**config.mk**
```make
export PLATFORM = sky130hd
export DESIGN_NAME = operand_regbank
export DESIGN_NICKNAME = d
export VERILOG_FILES = /design/src/rtl/opreg_pkg.sv /design/src/rtl/opreg_cgen.sv /design/src/rtl/opreg_store.sv /design/src/rtl/operand_regbank.sv
export SDC_FILE = /design/constraint.sdc
export NUM_CORES = 1
export LEC_CHECK = 0
export ABC_AREA = 1
export BUFFER_PORTS_ARGS = -buffer_cell sky130_fd_sc_hd__buf_2
export CAP_MARGIN = 20
export CORE_MARGIN = 2
export CORE_UTILIZATION = 42
export CTS_CLUSTER_DIAMETER = 200
export CTS_CLUSTER_SIZE = 20
export DETAILED_ROUTE_END_ITERATION = 7
export PLACE_DENSITY = 0.53
export SLEW_MARGIN = 25
export SYNTH_ARGS = -nofsm -noshare
export SYNTH_HDL_FRONTEND = slang
export SYNTH_HIERARCHICAL = 1
export SYNTH_SLANG_ARGS = --single-unit
```
**constraint.sdc**
```tcl
create_clock -name clk -period 2.65 [get_ports clk]
set_input_delay 0.3975 -clock clk [delete_from_list [all_inputs] [get_ports clk]]
set_output_delay 0.3975 -clock clk [all_outputs]
set_load 0.01 [all_outputs]
```
**src/rtl/opreg_pkg.sv**
```systemverilog
package opreg_pkg;
  typedef enum logic [1:0] {
    AM_DIRECT   = 2'b00,
    AM_INDEXED  = 2'b01,
    AM_INDIRECT = 2'b10,
    AM_POSTINC  = 2'b11
  } amode_e;

  localparam int IDX_PC = 0;
  localparam int IDX_SP = 1;
  localparam int IDX_SR = 2;
  localparam int IDX_CG = 3;

  // post-increment distance; pointer slots always move by a word
  function automatic int unsigned step_of(input logic is_byte, input int unsigned idx);
    return (is_byte && idx > IDX_SP) ? 1 : 2;
  endfunction
endpackage

```
**src/rtl/opreg_cgen.sv**
```systemverilog
module opreg_cgen #(
  parameter int DW = 16
) (
  input  logic [1:0]    mode,
  input  logic          sel_sr,
  input  logic          sel_cg,
  output logic          is_const,
  output logic [DW-1:0] cval
);
  import opreg_pkg::*;

  always_comb begin
    is_const = 1'b0;
    cval     = '0;
    if (sel_cg) begin
      is_const = 1'b1;
      case (amode_e'(mode))
        AM_DIRECT:   cval = '0;
        AM_INDEXED:  cval = DW'(1);
        AM_INDIRECT: cval = DW'(2);
        default:     cval = '1;
      endcase
    end else if (sel_sr && mode != AM_DIRECT) begin
      is_const = 1'b1;
      case (amode_e'(mode))
        AM_INDEXED:  cval = '0;
        AM_INDIRECT: cval = DW'(4);
        default:     cval = DW'(8);
      endcase
    end
  end
endmodule

```
**src/rtl/opreg_store.sv**
```systemverilog
module opreg_store #(
  parameter int DW   = 16,
  parameter int NREG = 16,
  localparam int AW  = $clog2(NREG)
) (
  input  logic                     clk,
  input  logic                     rst_n,
  input  logic                     wr_en,
  input  logic [AW-1:0]            wr_sel,
  input  logic                     wr_byte,
  input  logic [DW-1:0]            wr_data,
  input  logic                     inc_fire,
  input  logic [AW-1:0]            inc_idx,
  input  logic                     inc_byte,
  output logic [NREG-1:0][DW-1:0]  regs_q
);
  import opreg_pkg::*;

  for (genvar g = 0; g < NREG; g++) begin : g_slot
    if (g == IDX_CG) begin : g_none
      assign regs_q[g] = '0;
    end else begin : g_reg
      logic [DW-1:0] q;
      logic [DW-1:0] wval;
      logic          hit_wr, hit_inc;

      assign hit_wr  = wr_en && (wr_sel == AW'(g));
      assign hit_inc = inc_fire && (inc_idx == AW'(g));

      always_comb begin
        wval = wr_byte ? {{(DW-8){1'b0}}, wr_data[7:0]} : wr_data;
        if (g <= IDX_SP) wval[0] = 1'b0;
      end

      always_ff @(posedge clk or negedge rst_n) begin
        if (!rst_n)       q <= '0;
        else if (hit_wr)  q <= wval;
        else if (hit_inc) q <= q + DW'(step_of(inc_byte, g));
      end

      assign regs_q[g] = q;
    end
  end
endmodule

```
**src/rtl/operand_regbank.sv**
```systemverilog
module operand_regbank #(
  parameter int DW   = 16,
  parameter int NREG = 16,
  localparam int AW  = $clog2(NREG)
) (
  input  logic          clk,
  input  logic          rst_n,
  input  logic [AW-1:0] rd_sel,
  input  logic [1:0]    rd_mode,
  output logic [DW-1:0] rd_data,
  input  logic          inc_en,
  input  logic          inc_byte,
  input  logic          wr_en,
  input  logic [AW-1:0] wr_sel,
  input  logic          wr_byte,
  input  logic [DW-1:0] wr_data
);
  import opreg_pkg::*;

  logic [NREG-1:0][DW-1:0] regs_q;
  logic [DW-1:0]           rd_word;
  logic [DW-1:0]           cval;
  logic                    is_const;
  logic                    inc_fire;
  logic                    inc_blocked;

  opreg_cgen #(.DW(DW)) u_cgen (
    .mode     (rd_mode),
    .sel_sr   (rd_sel == AW'(IDX_SR)),
    .sel_cg   (rd_sel == AW'(IDX_CG)),
    .is_const (is_const),
    .cval     (cval)
  );

  assign inc_fire    = inc_en && (rd_mode == AM_POSTINC) && !is_const;
  assign inc_blocked = inc_fire && wr_en && (wr_sel == rd_sel);

  opreg_store #(.DW(DW), .NREG(NREG)) u_store (
    .clk      (clk),
    .rst_n    (rst_n),
    .wr_en    (wr_en),
    .wr_sel   (wr_sel),
    .wr_byte  (wr_byte),
    .wr_data  (wr_data),
    .inc_fire (inc_fire),
    .inc_idx  (rd_sel),
    .inc_byte (inc_byte),
    .regs_q   (regs_q)
  );

  assign rd_word = regs_q[rd_sel];
  assign rd_data = is_const ? cval : rd_word;
endmodule

```
==> results of run 1 <==
[power by group through the flow]
stage / Sequential (W) / Combinational, W / Clock (W)
detailed placement: 0.00574 / 0.00363 / 0
global route: 0.00585 / 0.00421 / 0.00266
CTS: 0.00568 / 0.00364 / 0.00255
floorplan: 0.00527 / 0.00268 / 0
finish: 0.00570 / 0.00365 / 0.00248
global placement: 0.00573 / 0.00353 / 0
[path summary, 6_finish.rpt]
kind	startpoint	endpoint	slack [ns]	depth (start not counted)
setup / recovery	rd_sel[0]	rd_data[9]	-0.02	9
hold / removal	wr_data[6]	u_store/g_slot[11].g_reg.q[6]	0.27	3
setup reg to reg	u_store/g_slot[10].g_reg.q[0]	u_store/g_slot[10].g_reg.q[12]	0.76	8
hold reg to reg	u_store/g_slot[7].g_reg.q[0]	u_store/g_slot[7].g_reg.q[0]	0.53	2
max in group asynchronous	rst_n	u_store/g_slot[11].g_reg.q[9]	1.40	3
min in group asynchronous	rst_n	u_store/g_slot[2].g_reg.q[10]	0.40	2
[synthesized netlist by cell type (5+ instances only)]
| cell type | n |
|---|---|
| xor2_1 | 49 |
| nand3_1 | 419 |
| nor2_1 | 310 |
| clkbuf_1 | 37 |
| o21bai_1 | 36 |
| or2_2 | 5 |
| inv_1 | 392 |
| o211ai_1 | 20 |
| fa_1 | 13 |
| dfrtp_1 | 238 |
| nor2_2 | 20 |
| buf_4 | 37 |
| nor3_1 | 5 |
| inv_2 | 5 |
| nand4_1 | 55 |
| xnor2_1 | 42 |
| nand2_1 | 1510 |
| buf_2 | 60 |
| o21ai_0 | 81 |
| ha_1 | 32 |
[metrics by stage]
stage	instance area, um^2	setup WS, ns	total power, W	hold WS, ns	cells
CTS	21700	0.0701	0.0119	0.264	4043
floorplan	20200	0.0758	0.00795	0.102	3410
global placement	21300	0.0379	0.00927	0.400	4026
global route	21700	-0.0174	0.0127	0.276	4043
detailed placement	21300	-0.0530	0.00937	0.385	4026
finish	21700	-0.0247	0.0118	0.273	4044
[critical path, delay by kind of cell]
family / cells / cell delay, ns
AO/OA/AOI/OAI: 1 / 0.13
buffers and inverters: 3 / 0.84
AND/OR/NAND/NOR: 5 / 0.88
[cells by family after synthesis]
group / after synthesis
other: 1
DFF: 238
AOI/OAI and AO/OA: 150
buffers and inverters: 535
and+or+nand+nor: 2333
adders and majority gates: 45
xor gates and xnor gates: 91
[timing repair]
| item | in CTS | in global routing |
|---|---|---|
| gates resized for setup | 0 | 5 |
| hold endpoints to repair | 51 | 0 |
| buffers inserted | 0 | 0 |
| hold buffers | 1 | 0 |
| setup endpoints to repair | 0 | 9 |
[layout by cell type (no fill, tap or decap), types with 2 or more instances in the layout]
| cell type | instances |
|---|---|
| fa_1 | 13 |
| xnor2_1 | 42 |
| o211ai_1 | 20 |
| nand3_1 | 419 |
| buf_12 | 11 |
| xor2_1 | 49 |
| a21oi_1 | 3 |
| or2_2 | 5 |
| ha_1 | 32 |
| nand2_1 | 1510 |
| dfrtp_1 | 236 |
| o21ai_0 | 81 |
| clkbuf_16 | 15 |
| nor3_4 | 3 |
| a21o_1 | 2 |
| inv_1 | 390 |
| nor2_2 | 21 |
| o21ai_1 | 3 |
| conb_1 | 18 |
| buf_4 | 81 |
| nand3_2 | 2 |
| a21oi_2 | 4 |
| dfrtp_2 | 2 |
| nor2_1 | 308 |
| inv_2 | 5 |
| nor3_1 | 5 |
| nor3_2 | 2 |
| nand4_1 | 55 |
| buf_2 | 45 |
| o21bai_1 | 36 |
[final cells by class]
type,instances,share of cell area (%)
multi-input combinational,2637,55.3
sequential,238,27.5
inverter,398,6.91
timing repair buffer,139,4.97
tap,615,3.55
clock buffer,16,1.79
antenna,1,0.0115
[per-layer routing]
layer	track usage (%)	vias up	share of wire (%)
li1	-	10500	-
met1	41.8	9976	46
met2	48.6	595	46
met3	2.90	108	5.1
met4	8.27	2	2.9
met5	0	-	0.016
==> summary.txt, run 1 <==
Place
  • DPL Wire Length: 54100 um
  • RD Place Congestion: 0.957
  • Port Buf Inserts: 47

Synth
  • Ys async rst share: 100%
  • Leading area contributor after synthesis: dfrtp_1
  • Synth Cell Area: 0.0201 mm^2
  • Yosys Warn Count: 6
  • Adder-cell share of the synthesized area: 3.28%
  • Synth Register Bits: 238
  • Largest family of logic cells by synthesized area: simple AND/OR/NAND/NOR gates
  • Register area share after synthesis: 29.6%
  • Multiplexer area fraction after synthesis: 0%
  • Netlist cell types: 34
  • Post-synthesis compound-gate area fraction: 4.54%
  • Synth Instances: 3393
  • Top post-synthesis cells by area: dfrtp_1, nand2_1, nand3_1
  • Post-synthesis simple-gate area fraction: 47.5%
  • Post-synth EDFFs: 0
  • Post-synthesis area per instance: 5.93 um^2
  • Dominant synthesized flop cell: dfrtp_1
  • XOR/XNOR share of the synthesized area: 3.96%
  • Synth top area share: 29.6%

STA
  • Final Cycle Share: 101%
  • Worst Setup Slack, final: -0.0247 ns
  • Endpoints failing hold: 0
  • Fmax: 0.374 GHz
  • Final number of setup-violating endpoints: 1
  • Slew @ Worst Pin: 0.922 ns
  • Max Clock Skew: 0.0127 ns
  • Slew margin rel.: 38.3%
  • Final min period: 2.67 ns
  • Slew Viols, Final: 0
  • Unrepaired setup endpoints after global routing: true
  • Setup_tns: -0.0247 ns

Floorplanning
  • Rows: 80
  • Die area: 0.0497 mm^2
  • Initial Util: 42.3%
  • Area of the core: 0.0475 mm^2
  • Die Span Y: 223 um
  • Io pins: 48
  • Die X: 223 um

Worst hold path
  • Hold Path Class: primary input to register

Power
  • Comb power frac: 30.9%
  • Sw frac: 41.8%
  • Leak Pwr: 11.1 nW
  • Reg power frac: 48.2%
  • Power per cell area: 545 mW/mm^2
  • Clock share of power: 20.9%
  • Internal: 0.00688 W
  • P_sw: 0.00495 W
  • Maximum VDD drop: 0.000304 V

Critical path
  • Worst Setup Path Type: primary input to output port
  • Critical Path AT: 2.28 ns
  • CP max FO: 24
  • Crit start category: primary input
  • Slowest CP cell: buf_4
  • Crit path cell chain: buf_4 > buf_4 > o21ai_0 > nor2_1 > nor2_1 > nor2_1 > nor2_1 > nor2_1 > buf_2
  • Cell mode on critical path: nor2_1
  • Critical Path Sink Type: output port
  • WP data required: 2.25 ns
  • Max stage delay on crit path: 0.36 ns

Clocking
  • Reg clk slew, reported paths: 0.09 ns
  • TritonCTS Buffers: 15
  • Max Buffers Root-to-Sink: 3
  • Clk sinks: 238
  • Clk_lat worst skew: 0.53 ns
  • Root buffer cell: clkbuf_16
  • CTS tree: built
  • H-tree Lvls: 1

Finish
  • Storage cell area: 0.00596 mm^2
  • Most flops, register: u_store/g_slot.g_reg.q
  • Area growth syn-to-layout: 7.83%
  • Filler Cells Inserted: 5172
  • Layout cells sized above 1: 5.92%
  • Top flop regs: u_store/g_slot.g_reg.q: 238 flops
  • Final core utilization: 45.7%
  • Largest register FFs: 238
  • Fin nets: 3506
  • Area of the multi-input gates: 0.0120 mm^2

Outcome
  • Failing checks: negative setup slack
  • Status: complete, but fails checks

Route
  • Via Count: 21200
  • DR WL/cell: 18.3 um
  • Vias/cell: 5.24
  • Drt pass-1 iters: 6
  • Residual DRC count: 0
  • DRT iter0 DRCs: 2058
  • Routed Antenna Nets: 0
  • Total wire length: 74000 um

Global route
  • Largest net degree at the start of global routing: 63
  • Total routing usage reported by global routing: 29.7%
  • Global-route wire length before repair: 115000 um
  • Vias in the first global route: 19700
  • Antenna violations before repair: 1
  • GR Overflow Total: 0

Flow run
  • Maximum Capacitance Violations: 0
(Power assumes the default switching activity.)
==> inputs of run 2 (changes only) <==
- SYNTH_HIERARCHICAL: 1 -> default
==> run 2 against run 1 <==
  * The flow now finishes without violations
  * Count of clock-buffer cells in the layout did not move
  * Clock skew grew 0.013 ns
  * Maximum frequency up 6.2%
  * Via count is 1.1% lower
  * Cell count decreased by 4.2%
  * Routed wire length grew 3.2%
  * Global-route usage increased by 1.9 points
  * Sequential share of layout area rose by 0.39 points
  * Largest power group unchanged
==> summary.txt, run 2 <==
Outcome
  • Status: complete, no violations

Power
  • P_sw: 0.00520 W
  • Internal: 0.00701 W
  • Maximum VDD drop: 0.000496 V
  • Leak Pwr: 11.0 nW
  • Reg power frac: 47.6%
  • Power per cell area: 571 mW/mm^2
  • Sw frac: 42.6%
  • Comb power frac: 31.9%
  • Clock share of power: 20.5%

Route
  • Drt pass-1 iters: 5
  • Total wire length: 76400 um
  • DR WL/cell: 19.7 um
  • Vias/cell: 5.41
  • DRT iter0 DRCs: 2001
  • Residual DRC count: 0
  • Via Count: 21000
  • Routed Antenna Nets: 0

Place
  • RD Place Congestion: 1.03
  • Placed cell count: 3854
  • Port Buf Inserts: 47
  • DPL Wire Length: 55000 um

Worst hold path
  • HP Start: wr_data[5]
  • Hold Path Class: primary input to register

Global route
  • Antenna violations before repair: 0
  • Largest net degree at the start of global routing: 64
  • Global-route wire length before repair: 115000 um
  • GR Overflow Total: 0
  • Vias in the first global route: 18800
  • Total routing usage reported by global routing: 31.5%

Floorplanning
  • Rows: 79
  • Die Span Y: 220 um
  • Initial Util: 42.3%
  • Io pins: 48
  • Die X: 220 um
  • Area of the core: 0.0464 mm^2
  • Die area: 0.0485 mm^2

Critical path
  • Cell mode on critical path: nand2_1
  • Crit start category: register
  • CP max FO: 6
  • Crit path cell chain: nand2_1 > nand2_1 > nand2_1 > nand2_1 > nand2_1 > nand2_1 > o21ai_1 > nand2_1 > buf_2
  • Slowest CP cell: dfrtp_1
  • Critical Path AT: 2.12 ns
  • WP data required: 2.25 ns
  • Launch point of the worst path: u_store.g_slot[6].g_reg.q[13]
  • Worst Setup Path Type: register to output port
  • R2R Path Start: u_store.g_slot[12].g_reg.q[0]
  • Critical Path Sink Type: output port
  • Max stage delay on crit path: 0.46 ns

Clocking
  • TritonCTS Buffers: 15
  • Reg clk slew, reported paths: 0.09 ns
  • Clk_lat worst skew: 0.54 ns
  • H-tree Lvls: 1
  • CTS tree: built
  • Max Buffers Root-to-Sink: 3
  • Root buffer cell: clkbuf_16
  • Clk sinks: 238

Synth
  • Ys async rst share: 100%
  • Most common cell in the netlist: nand2_1
  • Register area share after synthesis: 30.3%
  • Post-synth top cells: nand2_1, nand3_1, dfrtp_1
  • Leading area contributor after synthesis: dfrtp_1
  • Post-synthesis area per instance: 6.09 um^2
  • Syn Nets: 3299
  • Yosys Warn Count: 0
  • Synth top area share: 30.3%
  • Post-synth EDFFs: 0
  • Synth Register Bits: 238
  • Dominant synthesized flop cell: dfrtp_1
  • Top post-synthesis cells by area: dfrtp_1, nand2_1, nand3_1
  • Synth Cell Area: 0.0196 mm^2
  • Netlist cell types: 34
  • Synth Instances: 3222

Finish
  • Non-filler cells, final: 3873
  • Most flops, register: u_store.g_slot.g_reg.q
  • Fin nets: 3342
  • Most frequent cells in the layout: nand2_1, nand3_1, dfrtp_1
  • Storage cell area: 0.00596 mm^2
  • Area growth syn-to-layout: 9.01%
  • Filler Cells Inserted: 4936
  • Commonest non-fill, non-tap cell in the layout: nand2_1
  • Area of the multi-input gates: 0.0124 mm^2
  • Top flop regs: u_store.g_slot.g_reg.q: 238 flops
  • Largest register FFs: 238
  • Layout cells sized above 1: 7.35%

STA
  • Final number of setup-violating endpoints: 0
  • Slew margin rel.: 45.8%
  • Endpoints failing hold: 0
  • Slew Viols, Final: 0
  • Max Clock Skew: 0.0253 ns
  • Slew @ Worst Pin: 0.813 ns
  • Fmax: 0.397 GHz
  • Unrepaired setup endpoints after global routing: false
  • Setup_tns: 0 ns
  • Final min period: 2.52 ns
  • Final Cycle Share: 95.0%

Flow run
  • Maximum Capacitance Violations: 0
-- run 2: cell count changes after synthesis, moves of 27 or more --
cell and delta:
buf_4 -29, inv_1 -207, nor2_1 -92, inv_2 +27, o21bai_1 -27, nand2_1 +67
nand3_1 +69, buf_2 -36
-- run 2: cell families after synthesis --
logic type,share of synthesized area (%)
fa+ha+maj,3.37
compound gates,3.03
buf+inv,6.58
xor+xnor,5.44
flops,30.3
simple gates,51.2
-- run 2: final timing paths --
kind / end / slack (ns) / cells past startpoint
setup / recovery: rd_data[13] / 0.13 / 9
max in group asynchronous: u_store.g_slot[1].g_reg.q[15] / 1.52 / 3
hold / removal: u_store.g_slot[15].g_reg.q[5] / 0.35 / 3
min in group asynchronous: u_store.g_slot[5].g_reg.q[2] / 0.37 / 2
hold reg to reg: u_store.g_slot[10].g_reg.q[0] / 0.52 / 2
setup reg to reg: u_store.g_slot[12].g_reg.q[12] / 0.70 / 9
-- run 2: what timing repair did --
item                                    CTS  global route
buffers inserted                          0             0
endpoints found under the setup margin    0             5
gates resized for setup                   0             5
hold endpoints to repair                 37             0
hold buffers                              1             0
-- run 2: layout make-up --
cell class	count	area share, %
well taps	607	3.55
inverters	219	3.84
flip-flops and latches	238	27.8
diodes	1	0.0117
repair buffers	131	4.94
multi-input cells	2660	58.0
clock inverters	1	0.0409
clock buffers	16	1.82
-- run 2: power by group through the flow --
| stage | Sequential, W | Clock (W) | Combinational, W |
|---|---|---|---|
| after floorplan | 0.00535 | 0 | 0.00277 |
| after global placement | 0.00583 | 0 | 0.00377 |
| after detailed placement | 0.00583 | 0 | 0.00386 |
| after CTS | 0.00576 | 0.00258 | 0.00388 |
| after global routing | 0.00594 | 0.00268 | 0.00446 |
| final | 0.00581 | 0.00250 | 0.00390 |
-- run 2: layer usage --
layer / track usage (%) / routed length (um) / up-vias
li1: - / - / 10300
met1: 46.2 / 35300 / 9871
met2: 47.4 / 32900 / 711
met3: 5.26 / 5800 / 112
met4: 9.51 / 2400 / 0
met5: 0 / 0 / -
-- run 2: critical path, delay by kind of cell (launching register included) --
kind	cells	cell delay [ns]
DFF	1	0.46
and+or+nand+nor	7	0.69
buffers and inverters	1	0.15
AOI/OAI and AO/OA	1	0.27
-- run 2: through the flow --
stage	instance area (um^2)	hold slack (ns)	util, %	setup WS [ns]	power [W]
2_1_floorplan	19600	0.102	-	0.188	0.00812
3_3_place_gp	21000	0.337	45.3	0.169	0.00960
3_5_place_dp	21000	0.337	45.3	0.183	0.00969
4_1_cts	21400	0.333	46.1	0.0467	0.0122
5_1_grt	21400	0.341	46.1	0.0596	0.0131
6_report	21400	0.351	46.2	0.132	0.0122
